<file path="src/rtl/gpio_port_pkg.sv">
package gpio_port_pkg;
  localparam int ADDR_W = 3;
  localparam logic [ADDR_W-1:0] A_DATA = 3'd0;
  localparam logic [ADDR_W-1:0] A_DIR  = 3'd1;
  localparam logic [ADDR_W-1:0] A_IEN  = 3'd2;
  localparam logic [ADDR_W-1:0] A_POL  = 3'd3;
  localparam logic [ADDR_W-1:0] A_FLAG = 3'd4;
endpackage

</file>
<file path="src/rtl/gpio_pin_sync.sv">
module gpio_pin_sync #(
  parameter int WIDTH  = 8,
  parameter int STAGES = 2
) (
  input  logic             clk,
  input  logic             rst_n,
  input  logic [WIDTH-1:0] pin_i,
  output logic [WIDTH-1:0] lvl_o,
  output logic [WIDTH-1:0] rise_o,
  output logic [WIDTH-1:0] fall_o
);
  localparam int LAST = STAGES - 1;

  logic [STAGES-1:0][WIDTH-1:0] stg_q;
  logic [STAGES-1:0][WIDTH-1:0] stg_d;
  logic [WIDTH-1:0]             prev_q;

  always_comb begin
    stg_d[0] = pin_i;
  end

  for (genvar s = 1; s < STAGES; s++) begin : g_stage
    always_comb begin
      stg_d[s] = stg_q[s-1];
    end
  end

  always_ff @(posedge clk or negedge rst_n) begin
    if (!rst_n) begin
      stg_q  <= '0;
      prev_q <= '0;
    end else begin
      stg_q  <= stg_d;
      prev_q <= stg_q[LAST];
    end
  end

  always_comb begin
    lvl_o  = stg_q[LAST];
    rise_o = stg_q[LAST] & ~prev_q;
    fall_o = ~stg_q[LAST] & prev_q;
  end


  rise_single_chk: assert property (@(posedge clk) disable iff (!rst_n)
    (rise_o & $past(rise_o)) == '0);

  rise_fall_excl_chk: assert property (@(posedge clk) disable iff (!rst_n)
    (rise_o & fall_o) == '0);
endmodule

</file>
<file path="src/rtl/gpio_edge_flags.sv">
module gpio_edge_flags #(
  parameter int WIDTH = 8
) (
  input  logic             clk,
  input  logic             rst_n,
  input  logic [WIDTH-1:0] rise_i,
  input  logic [WIDTH-1:0] fall_i,
  input  logic [WIDTH-1:0] pol_i,
  input  logic [WIDTH-1:0] clr_i,
  output logic [WIDTH-1:0] flag_o
);
  logic [WIDTH-1:0] flag_q;
  logic [WIDTH-1:0] flag_d;
  logic [WIDTH-1:0] hit;

  // polarity 1 = rising, 0 = falling
  for (genvar b = 0; b < WIDTH; b++) begin : g_bit
    always_comb begin
      hit[b] = pol_i[b] ? rise_i[b] : fall_i[b];
    end
  end

  // clear first, then set, so a same-cycle event survives
  always_comb begin
    flag_d = (flag_q & ~clr_i) | hit;
  end

  always_ff @(posedge clk or negedge rst_n) begin
    if (!rst_n) flag_q <= '0;
    else        flag_q <= flag_d;
  end

  assign flag_o = flag_q;


  flag_clear_only_by_w1c_chk: assert property (@(posedge clk) disable iff (!rst_n)
    (~flag_q & $past(flag_q) & ~$past(clr_i)) == '0);

  flag_set_only_by_edge_chk: assert property (@(posedge clk) disable iff (!rst_n)
    (flag_q & ~$past(flag_q) & ~$past(hit)) == '0);

  set_beats_clear_chk: assert property (@(posedge clk) disable iff (!rst_n)
    ((hit & clr_i) != '0) |=> ((flag_q & $past(hit & clr_i)) == $past(hit & clr_i)));
endmodule

</file>
<file path="src/rtl/gpio_port_regs.sv">
module gpio_port_regs
  import gpio_port_pkg::*;
#(
  parameter int WIDTH = 8
) (
  input  logic              clk,
  input  logic              rst_n,
  input  logic              bus_sel,
  input  logic              bus_wr,
  input  logic [ADDR_W-1:0] bus_addr,
  input  logic [WIDTH-1:0]  bus_wdata,
  output logic [WIDTH-1:0]  bus_rdata,
  input  logic [WIDTH-1:0]  lvl_i,
  input  logic [WIDTH-1:0]  flag_i,
  output logic [WIDTH-1:0]  data_o,
  output logic [WIDTH-1:0]  dir_o,
  output logic [WIDTH-1:0]  ien_o,
  output logic [WIDTH-1:0]  pol_o,
  output logic [WIDTH-1:0]  clr_o
);
  logic [WIDTH-1:0] data_q, data_d;
  logic [WIDTH-1:0] dir_q,  dir_d;
  logic [WIDTH-1:0] ien_q,  ien_d;
  logic [WIDTH-1:0] pol_q,  pol_d;
  logic             wr_en;
  logic [WIDTH-1:0] data_view;

  assign wr_en = bus_sel & bus_wr;

  always_comb begin
    data_d = data_q;
    dir_d  = dir_q;
    ien_d  = ien_q;
    pol_d  = pol_q;
    clr_o  = '0;
    if (wr_en) begin
      unique case (bus_addr)
        A_DATA:  data_d = bus_wdata;
        A_DIR:   dir_d  = bus_wdata;
        A_IEN:   ien_d  = bus_wdata;
        A_POL:   pol_d  = bus_wdata;
        A_FLAG:  clr_o  = bus_wdata;
        default: ;
      endcase
    end
  end

  // all registers clear on reset
  always_ff @(posedge clk or negedge rst_n) begin
    if (!rst_n) begin
      data_q <= '0;
      dir_q  <= '0;
      ien_q  <= '0;
      pol_q  <= '0;
    end else begin
      data_q <= data_d;
      dir_q  <= dir_d;
      ien_q  <= ien_d;
      pol_q  <= pol_d;
    end
  end

  // per-bit latch or pin level
  for (genvar b = 0; b < WIDTH; b++) begin : g_view
    always_comb begin
      data_view[b] = dir_q[b] ? data_q[b] : lvl_i[b];
    end
  end

  always_comb begin
    bus_rdata = '0;
    if (bus_sel && !bus_wr) begin
      unique case (bus_addr)
        A_DATA:  bus_rdata = data_view;
        A_DIR:   bus_rdata = dir_q;
        A_IEN:   bus_rdata = ien_q;
        A_POL:   bus_rdata = pol_q;
        A_FLAG:  bus_rdata = flag_i;
        default: bus_rdata = '0;
      endcase
    end
  end

  assign data_o = data_q;
  assign dir_o  = dir_q;
  assign ien_o  = ien_q;
  assign pol_o  = pol_q;


  unmapped_write_inert_chk: assert property (@(posedge clk) disable iff (!rst_n)
    (wr_en && bus_addr > A_FLAG) |=>
      ($stable(data_q) && $stable(dir_q) && $stable(ien_q) && $stable(pol_q)));

  clear_only_on_flag_write_chk: assert property (@(posedge clk) disable iff (!rst_n)
    (clr_o != '0) |-> (wr_en && bus_addr == A_FLAG));
endmodule

</file>
<file path="src/rtl/gpio_pin_mux.sv">
module gpio_pin_mux #(
  parameter int WIDTH = 8
) (
  input  logic [WIDTH-1:0] data_i,
  input  logic [WIDTH-1:0] dir_i,
  input  logic             per_en,
  input  logic [WIDTH-1:0] per_mask,
  input  logic [WIDTH-1:0] per_out,
  input  logic [WIDTH-1:0] per_oe,
  output logic [WIDTH-1:0] pin_out,
  output logic [WIDTH-1:0] pin_oe
);
  // peripheral takes priority on owned pins
  for (genvar b = 0; b < WIDTH; b++) begin : g_pin
    logic own;
    always_comb begin
      own        = per_en & per_mask[b];
      pin_out[b] = own ? per_out[b] : data_i[b];
      pin_oe[b]  = own ? per_oe[b]  : dir_i[b];
    end
  end
endmodule

</file>
<file path="src/rtl/gpio_edge_port.sv">
module gpio_edge_port
  import gpio_port_pkg::*;
#(
  parameter int WIDTH       = 8,
  parameter int SYNC_STAGES = 2
) (
  input  logic              clk,
  input  logic              rst_n,
  input  logic              bus_sel,
  input  logic              bus_wr,
  input  logic [ADDR_W-1:0] bus_addr,
  input  logic [WIDTH-1:0]  bus_wdata,
  output logic [WIDTH-1:0]  bus_rdata,
  input  logic [WIDTH-1:0]  pin_in,
  output logic [WIDTH-1:0]  pin_out,
  output logic [WIDTH-1:0]  pin_oe,
  input  logic              per_en,
  input  logic [WIDTH-1:0]  per_mask,
  input  logic [WIDTH-1:0]  per_out,
  input  logic [WIDTH-1:0]  per_oe,
  output logic              irq
);
  logic [WIDTH-1:0] lvl, rise, fall;
  logic [WIDTH-1:0] data, dir, ien, pol, clr, flag;

  gpio_pin_sync #(.WIDTH(WIDTH), .STAGES(SYNC_STAGES)) u_sync (
    .clk(clk), .rst_n(rst_n), .pin_i(pin_in),
    .lvl_o(lvl), .rise_o(rise), .fall_o(fall)
  );

  gpio_edge_flags #(.WIDTH(WIDTH)) u_flags (
    .clk(clk), .rst_n(rst_n), .rise_i(rise), .fall_i(fall),
    .pol_i(pol), .clr_i(clr), .flag_o(flag)
  );

  gpio_port_regs #(.WIDTH(WIDTH)) u_regs (
    .clk(clk), .rst_n(rst_n), .bus_sel(bus_sel), .bus_wr(bus_wr),
    .bus_addr(bus_addr), .bus_wdata(bus_wdata), .bus_rdata(bus_rdata),
    .lvl_i(lvl), .flag_i(flag), .data_o(data), .dir_o(dir),
    .ien_o(ien), .pol_o(pol), .clr_o(clr)
  );

  gpio_pin_mux #(.WIDTH(WIDTH)) u_mux (
    .data_i(data), .dir_i(dir), .per_en(per_en), .per_mask(per_mask),
    .per_out(per_out), .per_oe(per_oe), .pin_out(pin_out), .pin_oe(pin_oe)
  );


  assign irq = |(flag & ien);


  irq_rise_cause_chk: assert property (@(posedge clk) disable iff (!rst_n)
    $rose(irq) |-> (flag != $past(flag) || ien != $past(ien)));

  unowned_pin_follows_port_chk: assert property (@(posedge clk) disable iff (!rst_n)
    !per_en |-> (pin_oe == dir));
endmodule

</file>
<file path="config.mk">
export PLATFORM = sky130hd
export DESIGN_NAME = gpio_edge_port
export DESIGN_NICKNAME = d
export VERILOG_FILES = /design/src/rtl/gpio_port_pkg.sv /design/src/rtl/gpio_pin_sync.sv /design/src/rtl/gpio_edge_flags.sv /design/src/rtl/gpio_port_regs.sv /design/src/rtl/gpio_pin_mux.sv /design/src/rtl/gpio_edge_port.sv
export SDC_FILE = /design/constraint.sdc
export NUM_CORES = 1
export LEC_CHECK = 0
export BUFFER_PORTS_ARGS = -buffer_cell sky130_fd_sc_hd__buf_2
export CORE_ASPECT_RATIO = 1.5
export CORE_MARGIN = 1
export CORE_UTILIZATION = 53
export CTS_CLUSTER_SIZE = 40
export DETAILED_ROUTE_END_ITERATION = 16
export HOLD_SLACK_MARGIN = 0.05
export PLACE_DENSITY_LB_ADDON = 0.1
export SLEW_MARGIN = 10
export SYNTH_ARGS = -nofsm -noshare
export SYNTH_HDL_FRONTEND = slang
export SYNTH_SLANG_ARGS = --single-unit
</file>
<file path="constraint.sdc">
create_clock -name clk -period 1.1 [get_ports clk]
set_input_delay 0 -clock clk [delete_from_list [all_inputs] [get_ports clk]]
set_output_delay 0 -clock clk [all_outputs]
set_load 0.03 [all_outputs]
</file>
* After elaboration in Yosys (flattened, before gate mapping)
Cells that the tools add are included. Widths: inputs -> output; s select.
Word-level totals: word-level logic and storage cells 73, output and inout port bits 25, register bits 64, bits of input ports 48
Cells by class: multiplexer cells 36, eq/ne operators 4, reductions and logical operators 8, bitwise gates (word level) 17
Operators by type and width (count):
- $pmux 8 s5 | 1
- $and 8x8->8 | 4
- $mux 1 | 32
- $mux 8 | 3
- $not 8->8 | 3
- $and 1x1->1 | 9
- $or 8x8->8 | 1
- $reduce_and 2->1 | 4
- $reduce_or 8->1 | 1
- $eq 3x2->1 const B | 2
- $eq 3x1->1 const B | 1
- $eq 3x3->1 const B | 1
- $logic_not 3->1 | 1
- $logic_and 1x1->1 | 1
- $logic_not 1->1 | 1

* Depth between registers and ports, before layout
Gate-level depths: netlist of the first run.
depth in word-level cells 6, mapped depth 5, gate-level depth less buffers 3

* Hierarchy
From an unflattened synthesis of the first run, not the netlist that was laid out.
Unflattened totals: cell total of the unflattened synthesis 253, area, all modules 3200.6 µm²
Modules (own cells, without submodules):
- gpio_port_regs | sequential area each 800.8 µm², times used 1, area an instance 1839.3 µm², cells an instance 151
- gpio_pin_sync | sequential area each 600.6 µm², times used 1, area an instance 740.7 µm², cells an instance 40
- gpio_edge_flags | sequential area each 200.2 µm², times used 1, area an instance 350.3 µm², cells an instance 32
- gpio_pin_mux | sequential area each 0.0 µm², times used 1, area an instance 234.0 µm², cells an instance 25
- gpio_edge_port | sequential area each 0.0 µm², times used 1, area an instance 36.3 µm², cells an instance 5

* Least setup slack after synthesis of the first run
OpenSTA, ideal clock, no wires.
kind input port to output port, start point in bus_addr[2], end point out bus_rdata[3], required time 1.100 ns, path slack -0.168 ns, arrival time 1.268 ns, path buffers 2, stages 5, cell sequence buf_4 or3_1 buf_2 o22a_1 a21oi_1
Between the ends: longest elaborated chain between the ends 3, elaborated cells on any way between the ends 7, classes of those cells eq/ne (4); mux (2); reduce/logical (1)
RTL lines:
- from (decl) | line gpio_edge_port.sv:11 | input logic [ADDR_W-1:0] bus_addr,
- $eq 3x3->1, or another cell as far along | line gpio_port_regs.sv:73 | unique case (bus_addr)
- $pmux 8 s5 * | line gpio_port_regs.sv:73
- $mux 8 * | line gpio_port_regs.sv:72 | if (bus_sel && !bus_wr) begin
- to (decl) | line gpio_edge_port.sv:13 | output logic [WIDTH-1:0] bus_rdata,
Mark *: on every way between the ends. The rest lies on a longest branch, timed or not.

* Final worst setup path of the first run
start point reg u_regs.dir_q[4], in the netlist u_regs.dir_o[4], end point out bus_rdata[4]
Between the ends: longest elaborated chain between the ends 3
RTL lines:
- from (decl) | line gpio_port_regs.sv:22 | logic [WIDTH-1:0] dir_q, dir_d;
- from (signal assigned) | line gpio_port_regs.sv:57 | dir_q <= dir_d;
- $mux 1 | line gpio_port_regs.sv:66 | data_view[b] = dir_q[b] ? data_q[b] : lvl_i[b];
- $pmux 8 s5 * | line gpio_port_regs.sv:73
- $mux 8 * | line gpio_port_regs.sv:72
Marked as above.

==> results of run 1 <==
## timing repair
action | CTS | global route
pin swaps | 1 | 0
gates resized for setup | 71 | 5
hold buffers | 17 | 0
gates cloned | 0 | 0
setup endpoints to repair | 25 | 25
setup buffers | 10 | 2
hold endpoints to repair | 111 | 0
## registers in the layout (all words and copies together), names as in the netlist
register / cells
u_sync.stg_d: 8
u_regs.dir_o: 8
u_sync.prev_q: 8
u_sync.lvl_o: 8
u_regs.data_o: 8
u_flags.flag_o: 8
u_regs.pol_o: 8
u_regs.ien_o: 8
## synthesized netlist by cell type
library cell and instances:
mux2i_1 16, buf_4 3, nor2_1 16, nand3_2 1
nand2b_1 1, o21ai_0 1, buf_6 1, a22oi_1 4
nor4bb_1 1, or3_1 1, o22a_1 8, a21oi_1 8
mux2_2 32, buf_2 5, nand3b_1 17, a221o_1 7
clkbuf_1 2, and3b_1 3, nand2_1 17, nand3_1 8
buf_1 2, nand4_1 1, a211o_1 1, a21o_1 8
mux2_4 16, nor3b_1 1, dfrtp_1 64
## routing by layer
metal	GRT usage (%)	up-vias	wire length (um)
met1	33.8	1228	3320
li1	-	1141	-
met2	49.7	64	4180
met4	10.4	0	108
met5	0	-	0
met3	4.90	12	276
## cells by family (layout without fill, tap and decap cells)
kind of cell           after synthesis  in the layout  synth area share, %
AO/OA/AOI/OAI                       37             37                 9.21
buffers and inverters               13            141                 2.39
flip-flops                          64             64                 51.9
multiplexers                        64             64                 24.7
AND/OR/NAND/NOR                     67             67                 11.8
## final cells by class
type,instances,area share [%]
sequential,64,36.2
multi-input combinational,168,34.3
timing repair buffer,125,22.6
clock buffer,13,3.36
tap,70,1.98
clock inverter,3,1.47
## report_power, final
| part | switching [mW] | total [mW] | internal (mW) |
|---|---|---|---|
| registers | 0.335 | 3.03 | 2.70 |
| clock network | 0.878 | 2.22 | 1.34 |
| logic | 0.855 | 2.06 | 1.21 |
| total | 2.07 | 7.31 | 5.24 |
## final timing paths
path / from / endpoint / slack (ns) / depth (start not counted)
worst max-delay path: u_regs.dir_o[4] / bus_rdata[4] / -0.33 / 4
worst min-delay path: bus_addr[2] / u_flags.flag_o[4] / 0.19 / 4
worst max register to register: u_regs.dir_o[0] / u_regs.dir_o[0] / 0.03 / 3
worst min register to register: u_sync.stg_d[15] / u_sync.lvl_o[7] / 0.35 / 0
max in group asynchronous: rst_n / u_regs.dir_o[0] / 0.60 / 3
min in group asynchronous: rst_n / u_regs.dir_o[3] / 0.22 / 3
## tightest hold or removal path: cells and delay by family
kind	cells	cell delay, ns
compound gates	1	0.14
buf+inv	2	0.29
simple gates	1	0.08
==> reports/results.ini, run 1 <==
[placement]
post_dp_cell_area_um2=3710
place_ws_ns=-0.126
dp_hpwl_um=5070
dp_cells=399
place_congestion=0.810
portBuffers=72

[global_routing]
grt_pass1_vias=2553
grt_use_total_pct=28.0
grt-ovfl-total=0
grt_antenna_before_repair=0
grt_pass1_wl_um=12500
grt_max_degree=65

[critical_path]
path_class=register to primary output
critPathArrivalTime_ns=1.43
critPathTopFamily=flip-flops
crit_buf_inv=1
cp_cell_sequence=mux2i_1 -> o22a_1 -> a21oi_4 -> buf_6
required_ns=1.10
slowest_stage=dfrtp_1
crit_fanout=4
cp-end-kind=primary output
slowest_delay_ns=0.42
worst_setup_path_start_kind=register

[timing]
setup_viol=25
hold_ws_ns=0.193
slew-limit-headroom_pct=77.5
timing.final.crit_period_ns=1.43
worst_pin_slew_ns=0.337
finalSetupTns_ns=-4.31
fin_skew_ns=0.00757
hold_viol=0
fmax_ghz=0.698
setup_slack_ns=-0.332
drv_slew=0
rsz0062_at_grt=yes
period_share_pct=130

[logic_synthesis]
synth_fp_nets=293
yosys.area.top_type=dfrtp_1
syn_avg_cell_area_um2=12.6
synthTopCellsByArea=dfrtp_1 (52%), mux2_2 (12%), mux2_4 (7.8%)
yosysTopAreaCellShare_pct=51.9
synth_area_um2=3080
syn_inst=245
synth_seq_cells=64
ys_types=27
synth_warnings=0
ys_seq_area_share_pct=51.9

[layout]
final_common_cell=dfrtp_1
nNetsFinal=416
multi_input_area_um2=1520
syn2layout_area_growth_pct=43.5
final_cells=443
n_fill_cell=364
mostFrequentLayoutCells=dfrtp_1 (62), buf_2 (47), mux2_4 (31), buf_6 (30), buf_4 (29)
final_area_um2=4430
fin_util_pct=80.0
drive_gt1_share_pct=49.3
antenna_cells=0
register_area_um2=1600

[routing]
routed_wl_um=7890
via_per_inst=5.52
drc=0
vias=2445
drtIter0Drc=99
postRouteAntennaNets=0
dr.pass1.iters=4
avgRoutedWirePerCell_um=17.8

[run_status]
status=complete, but fails checks
violations=negative setup slack

[floorplanning]
rows=33
coreArea_um2=5530
dieArea_um2=6130
num_io_pins=73
die_y_um=95.4
floorplan.initialDensity_pct=55.7
die_w_um=64.3

[clock_network]
clock_tree.buffer_depth=2
path_clk_slew_ns=0.07
clk_latency_ns=0.34
cts-root-buf=clkbuf_8
cts_tree=built
clkSinkCount=64
cts.htree.levels=3
cts_made_buffers=9

[run]
drv_cap=0

[power_and_ir_drop]
total_power_mw=7.31
leakage_nw=2.06
ir_drop_uv=1050
cellPowerDensity_nw_per_um2=1650

[hold_path]
hold_class=input pin to register

No activity file was read; power rests on OpenSTA's default activity.
==> run 2, diff against run 1 <==
--- a/config.mk
+++ b/config.mk
@@ -7,3 +7,3 @@
 export LEC_CHECK = 0
-export BUFFER_PORTS_ARGS = -buffer_cell sky130_fd_sc_hd__buf_2
+export BUFFER_PORTS_ARGS = -buffer_cell sky130_fd_sc_hd__clkbuf_2
 export CORE_ASPECT_RATIO = 1.5
==> constraint.sdc (replaced) <==
create_clock -name clk -period 1.1 [get_ports clk]
set_input_delay 0.22 -clock clk [delete_from_list [all_inputs] [get_ports clk]]
set_output_delay 0.22 -clock clk [all_outputs]
set_load 0.03 [all_outputs]
==> run 2 against run 1 <==
The flow still finishes with violations (negative setup slack). Design area rose by 6.4%. Hold slack better by 0.0038 ns. Highest routed layer unchanged. Critical endpoint is now bus_rdata[2]. Critical path depth did not move.
==> reports/results.ini, run 2 (synthesis gave the netlist of run 1 again) <==
[run_status]
status=complete, but fails checks
violations=negative setup slack

[floorplanning]
coreArea_um2=5530
die_w_um=64.3
die_y_um=95.4
dieArea_um2=6130
rows=33
floorplan.initialDensity_pct=55.7
num_io_pins=73

[routing]
drc=0
vias=2525
drtIter0Drc=142
avgRoutedWirePerCell_um=18.0
postRouteAntennaNets=0
routed_wl_um=8300
dr.pass1.iters=4
via_per_inst=5.47

[clock_network]
clock_tree.buffer_depth=2
cts.htree.levels=3
clk_latency_ns=0.33
cts_made_buffers=9
cts-root-buf=clkbuf_8
clkSinkCount=64
cts_tree=built
path_clk_slew_ns=0.07

[timing]
hold_ws_ns=0.197
setup_slack_ns=-0.601
timing.final.crit_period_ns=1.70
setup_viol=49
fmax_ghz=0.588
period_share_pct=155
fin_skew_ns=0.00530
hold_viol=0
drv_slew=0
worst_pin_slew_ns=0.348
slew-limit-headroom_pct=76.8
rsz0062_at_grt=yes

[critical_path]
worstRegToRegCells=3
r2r-start=u_regs.dir_o[5]
crit_fanout=3
critPathArrivalTime_ns=1.48
r2r-end=u_regs.dir_o[5]
cp-end-kind=primary output
r2r_setup_slack_ns=0.04
path_class=register to primary output
required_ns=0.88
worst_setup_path_start_kind=register

[power_and_ir_drop]
combPwrFrac_pct=33.2
switching_power_mw=2.21
p_int_mw=5.36
pwr-share-seq_pct=39.4
cellPowerDensity_nw_per_um2=1610
leakage_nw=2.22
ir_drop_uv=1190
swShare_pct=29.1
clkPwrFrac_pct=27.4
total_power_mw=7.57

[layout]
antenna_cells=0
final_common_cell=dfrtp_1
syn2layout_area_growth_pct=52.7
mostFrequentLayoutCells=dfrtp_1 (64), clkbuf_2 (46), buf_4 (45), mux2_4 (32), clkbuf_8 (19)
final_cells=462
drive_gt1_share_pct=55.6
nNetsFinal=435

[placement]
place_congestion=0.843
portBuffers=72
place_ws_ns=-0.563
dp_hpwl_um=5130
dp_cells=428

[run]
drv_cap=0

[hold_path]
hold_path_depth=2
worst_hold_path.endpoint=u_regs.dir_o[4]
hold_class=input pin to register
hp-start=bus_wdata[4]

[global_routing]
grt_use_total_pct=27.6
grt_pass1_vias=2585
grt-ovfl-total=0
grt_antenna_before_repair=0
grt_max_degree=65
grt_pass1_wl_um=12400

==> run 2: cell count changes in the layout (fill, tap and decap cells not counted), sizes merged <==
cell	change
buf	-27
bufinv	-1
clkbuf	+52
clkinv	+1
clkinvlp	+2
dlygate4sd3	-8
==> run 2: layout make-up <==
type                       instances  area, um2
clock buffer                      11        151
clock inverter                     5       55.1
fill                             296        823
multi-input combinational        168       1560
sequential                        64       1600
tap                               70       87.6
timing repair buffer             144       1250
==> run 2: routing by layer <==
layer  wire (um)  vias up  track usage, %
met5           0        -               0
met2        4550       79            50.9
met3         324       15            4.78
met1        3290     1242            32.1
li1            -     1189               -
met4         127        0            8.89
==> run 2: what timing repair did <==
action                                  CTS  global route
pin swaps                                 4             3
endpoints found under the setup margin   49            57
gates resized for setup                  85            30
endpoints found under the hold margin    72             0
hold buffers                              9             0
buffers inserted                          3            10
cloned                                    0             0
==> run 2: worst max-delay path by stage <==
| stage | start | endpoint |
|---|---|---|
| 6_report | u_regs.dir_o[2] | bus_rdata[2] |
| 5_1_grt | u_regs.dir_o[2] | bus_rdata[2] |
| 4_1_cts | u_regs.dir_o[2] | bus_rdata[2] |
| 3_5_place_dp | bus_addr[0] | bus_rdata[4] |
| 3_3_place_gp | bus_addr[0] | bus_rdata[0] |
| 2_1_floorplan | bus_addr[1] | bus_rdata[0] |
==> run 2: power groups by stage <==
stage               Sequential [mW]  Clock, mW  Combinational [mW]
floorplan                      2.95          0                1.16
CTS                            2.97       2.11                2.32
detailed placement             2.99          0                1.89
global placement               2.98          0                1.84
global route                   3.02       2.20                2.65
finish                         2.98       2.07                2.51
==> run 2: critical path, cell delays in order, from the launching register on <==
cell	delay, ns
dfrtp_1	0.42
mux2i_1	0.16
o22a_1	0.23
a21oi_2	0.16
clkbuf_8	0.18
==> run 2: stage by stage <==
step | cell area (um2) | util (%) | setup TNS (ns)
4_1_cts | 4610 | 83.3 | -13.39
6_report | 4710 | 85.1 | -13.12
3_3_place_gp | 3930 | 71.0 | -24.79
3_5_place_dp | 3930 | 71.0 | -25.84
2_1_floorplan | 3170 | - | -8.61
5_1_grt | 4710 | 85.1 | -15.17
==> run 3, diff against run 2 <==
- CELL_PAD_IN_SITES_DETAIL_PLACEMENT: default -> 0
- CELL_PAD_IN_SITES_GLOBAL_PLACEMENT: default -> 1
- CORE_UTILIZATION: 53 -> 42
==> run 3 against run 2 <==
The flow still finishes with violations (negative setup slack). First-iteration DRC count down 21%. Count of clock-buffer cells in the layout up 1. Combinational power is 2% lower. Critical path type unchanged. Critical endpoint is now bus_rdata[7]. Highest routed layer unchanged.
==> reports/results.ini, run 3 (synthesis gave the netlist of run 1 again) <==
[critical_path]
crit_fanout=4
critPathArrivalTime_ns=1.46
worst_setup_path_start_kind=register
cp-end-kind=primary output
required_ns=0.88
path_class=register to primary output

[routing]
via_per_inst=5.05
avgRoutedWirePerCell_um=16.3
vias=2436
dr.pass1.iters=5
postRouteAntennaNets=0
drc=0
drtIter0Drc=112
routed_wl_um=7870

[hold_path]
hold_class=input pin to register

[layout]
nNetsFinal=429
mostFrequentLayoutCells=dfrtp_1 (62), clkbuf_2 (46), buf_4 (39), mux2_4 (32), clkbuf_8 (18)
syn2layout_area_growth_pct=51.8
register_area_um2=1600
drive_gt1_share_pct=54.0
n_fill_cell=549
antenna_cells=0
final_area_um2=4680
final_common_cell=dfrtp_1
multi_input_area_um2=1550
fin_util_pct=67.0

[clock_network]
cts_tree=built
cts.htree.levels=3
path_clk_slew_ns=0.07
cts-root-buf=clkbuf_8
clk_latency_ns=0.34
clkSinkCount=64
clock_tree.buffer_depth=2
cts_made_buffers=9

[power_and_ir_drop]
leakage_nw=2.19
combPwrFrac_pct=33.1
cellPowerDensity_nw_per_um2=1580
p_int_mw=5.29
ir_drop_uv=935
clkPwrFrac_pct=26.6
switching_power_mw=2.12
pwr-share-seq_pct=40.3
total_power_mw=7.41
swShare_pct=28.6

[timing]
setup_viol=49
drv_slew=0
setup_slack_ns=-0.579
fin_skew_ns=0.00388
hold_viol=0
slew-limit-headroom_pct=76.8
worst_pin_slew_ns=0.348
hold_ws_ns=0.187
timing.final.crit_period_ns=1.68
period_share_pct=153
fmax_ghz=0.596
rsz0062_at_grt=yes

[global_routing]
grt_max_degree=31
grt_pass1_wl_um=12700
grt_pass1_vias=2581
grt_use_total_pct=22.5
grt-ovfl-total=0
grt_antenna_before_repair=0

[floorplanning]
rows=37
coreArea_um2=6990
num_io_pins=73
dieArea_um2=7700
floorplan.initialDensity_pct=44.1
die_y_um=107
die_w_um=72.0

[run_status]
violations=negative setup slack
status=complete, but fails checks

[placement]
portBuffers=72
place_ws_ns=-0.590
dp_hpwl_um=5340
post_dp_cell_area_um2=4000
place_congestion=0.810

[run]
drv_cap=0

run 3: worst paths after layout:
| kind | start | end | slack [ns] | cells past startpoint |
|---|---|---|---|---|
| max in group asynchronous | rst_n | u_regs.dir_o[1] | 0.36 | 3 |
| worst min register to register | u_sync.stg_d[11] | u_sync.lvl_o[3] | 0.35 | 0 |
| min in group asynchronous | rst_n | u_sync.prev_q[4] | 0.31 | 2 |
| worst min-delay path | bus_wdata[3] | u_regs.ien_o[3] | 0.19 | 2 |
| worst max-delay path | u_regs.dir_o[7] | bus_rdata[7] | -0.58 | 4 |
| worst max register to register | u_sync.lvl_o[1] | u_flags.flag_o[1] | 0.10 | 4 |
run 3: power groups by stage:
stage               Combinational (mW)  Sequential [mW]  Clock (mW)
floorplan                         1.16             2.95           0
global placement                  1.90             2.98           0
detailed placement                1.93             2.99           0
CTS                               2.36             2.98        2.03
global route                      2.63             3.02        2.11
finish                            2.46             2.99        1.97
run 3: critical path, cell delays in order, from the launching register on:
cell and delay (ns):
dfrtp_2 0.44, mux2i_2 0.16, o22a_1 0.21, a21oi_2 0.14, clkbuf_8 0.17
run 3: what timing repair did:
| action | CTS | global route |
|---|---|---|
| endpoints found under the hold margin | 46 | 0 |
| setup buffers | 3 | 4 |
| gates resized for setup | 82 | 27 |
| hold buffers | 9 | 0 |
| endpoints found under the setup margin | 54 | 57 |
| pin swaps | 4 | 4 |
run 3: area by class of cell:
class / count / area share, %
tap: 97 / 2.59
clock inverter: 3 / 0.909
sequential: 64 / 34.3
multi-input combinational: 168 / 33.0
timing repair buffer: 138 / 26.1
clock buffer: 12 / 3.10
run 3: through the flow:
stage          setup TNS [ns]  instances
5_1_grt                -15.66        482
4_1_cts                -13.34        482
3_3_place_gp           -24.55        455
3_5_place_dp           -24.87        455
2_1_floorplan           -8.61        245
6_report               -13.07        482
run 3: metal layers:
layer	vias up	routed length (um)	global-route usage (%)
li1	1177	-	-
met1	1177	3300	26.5
met2	72	4190	40.0
met3	10	285	4.89
met4	0	91	7.56
met5	-	0	0
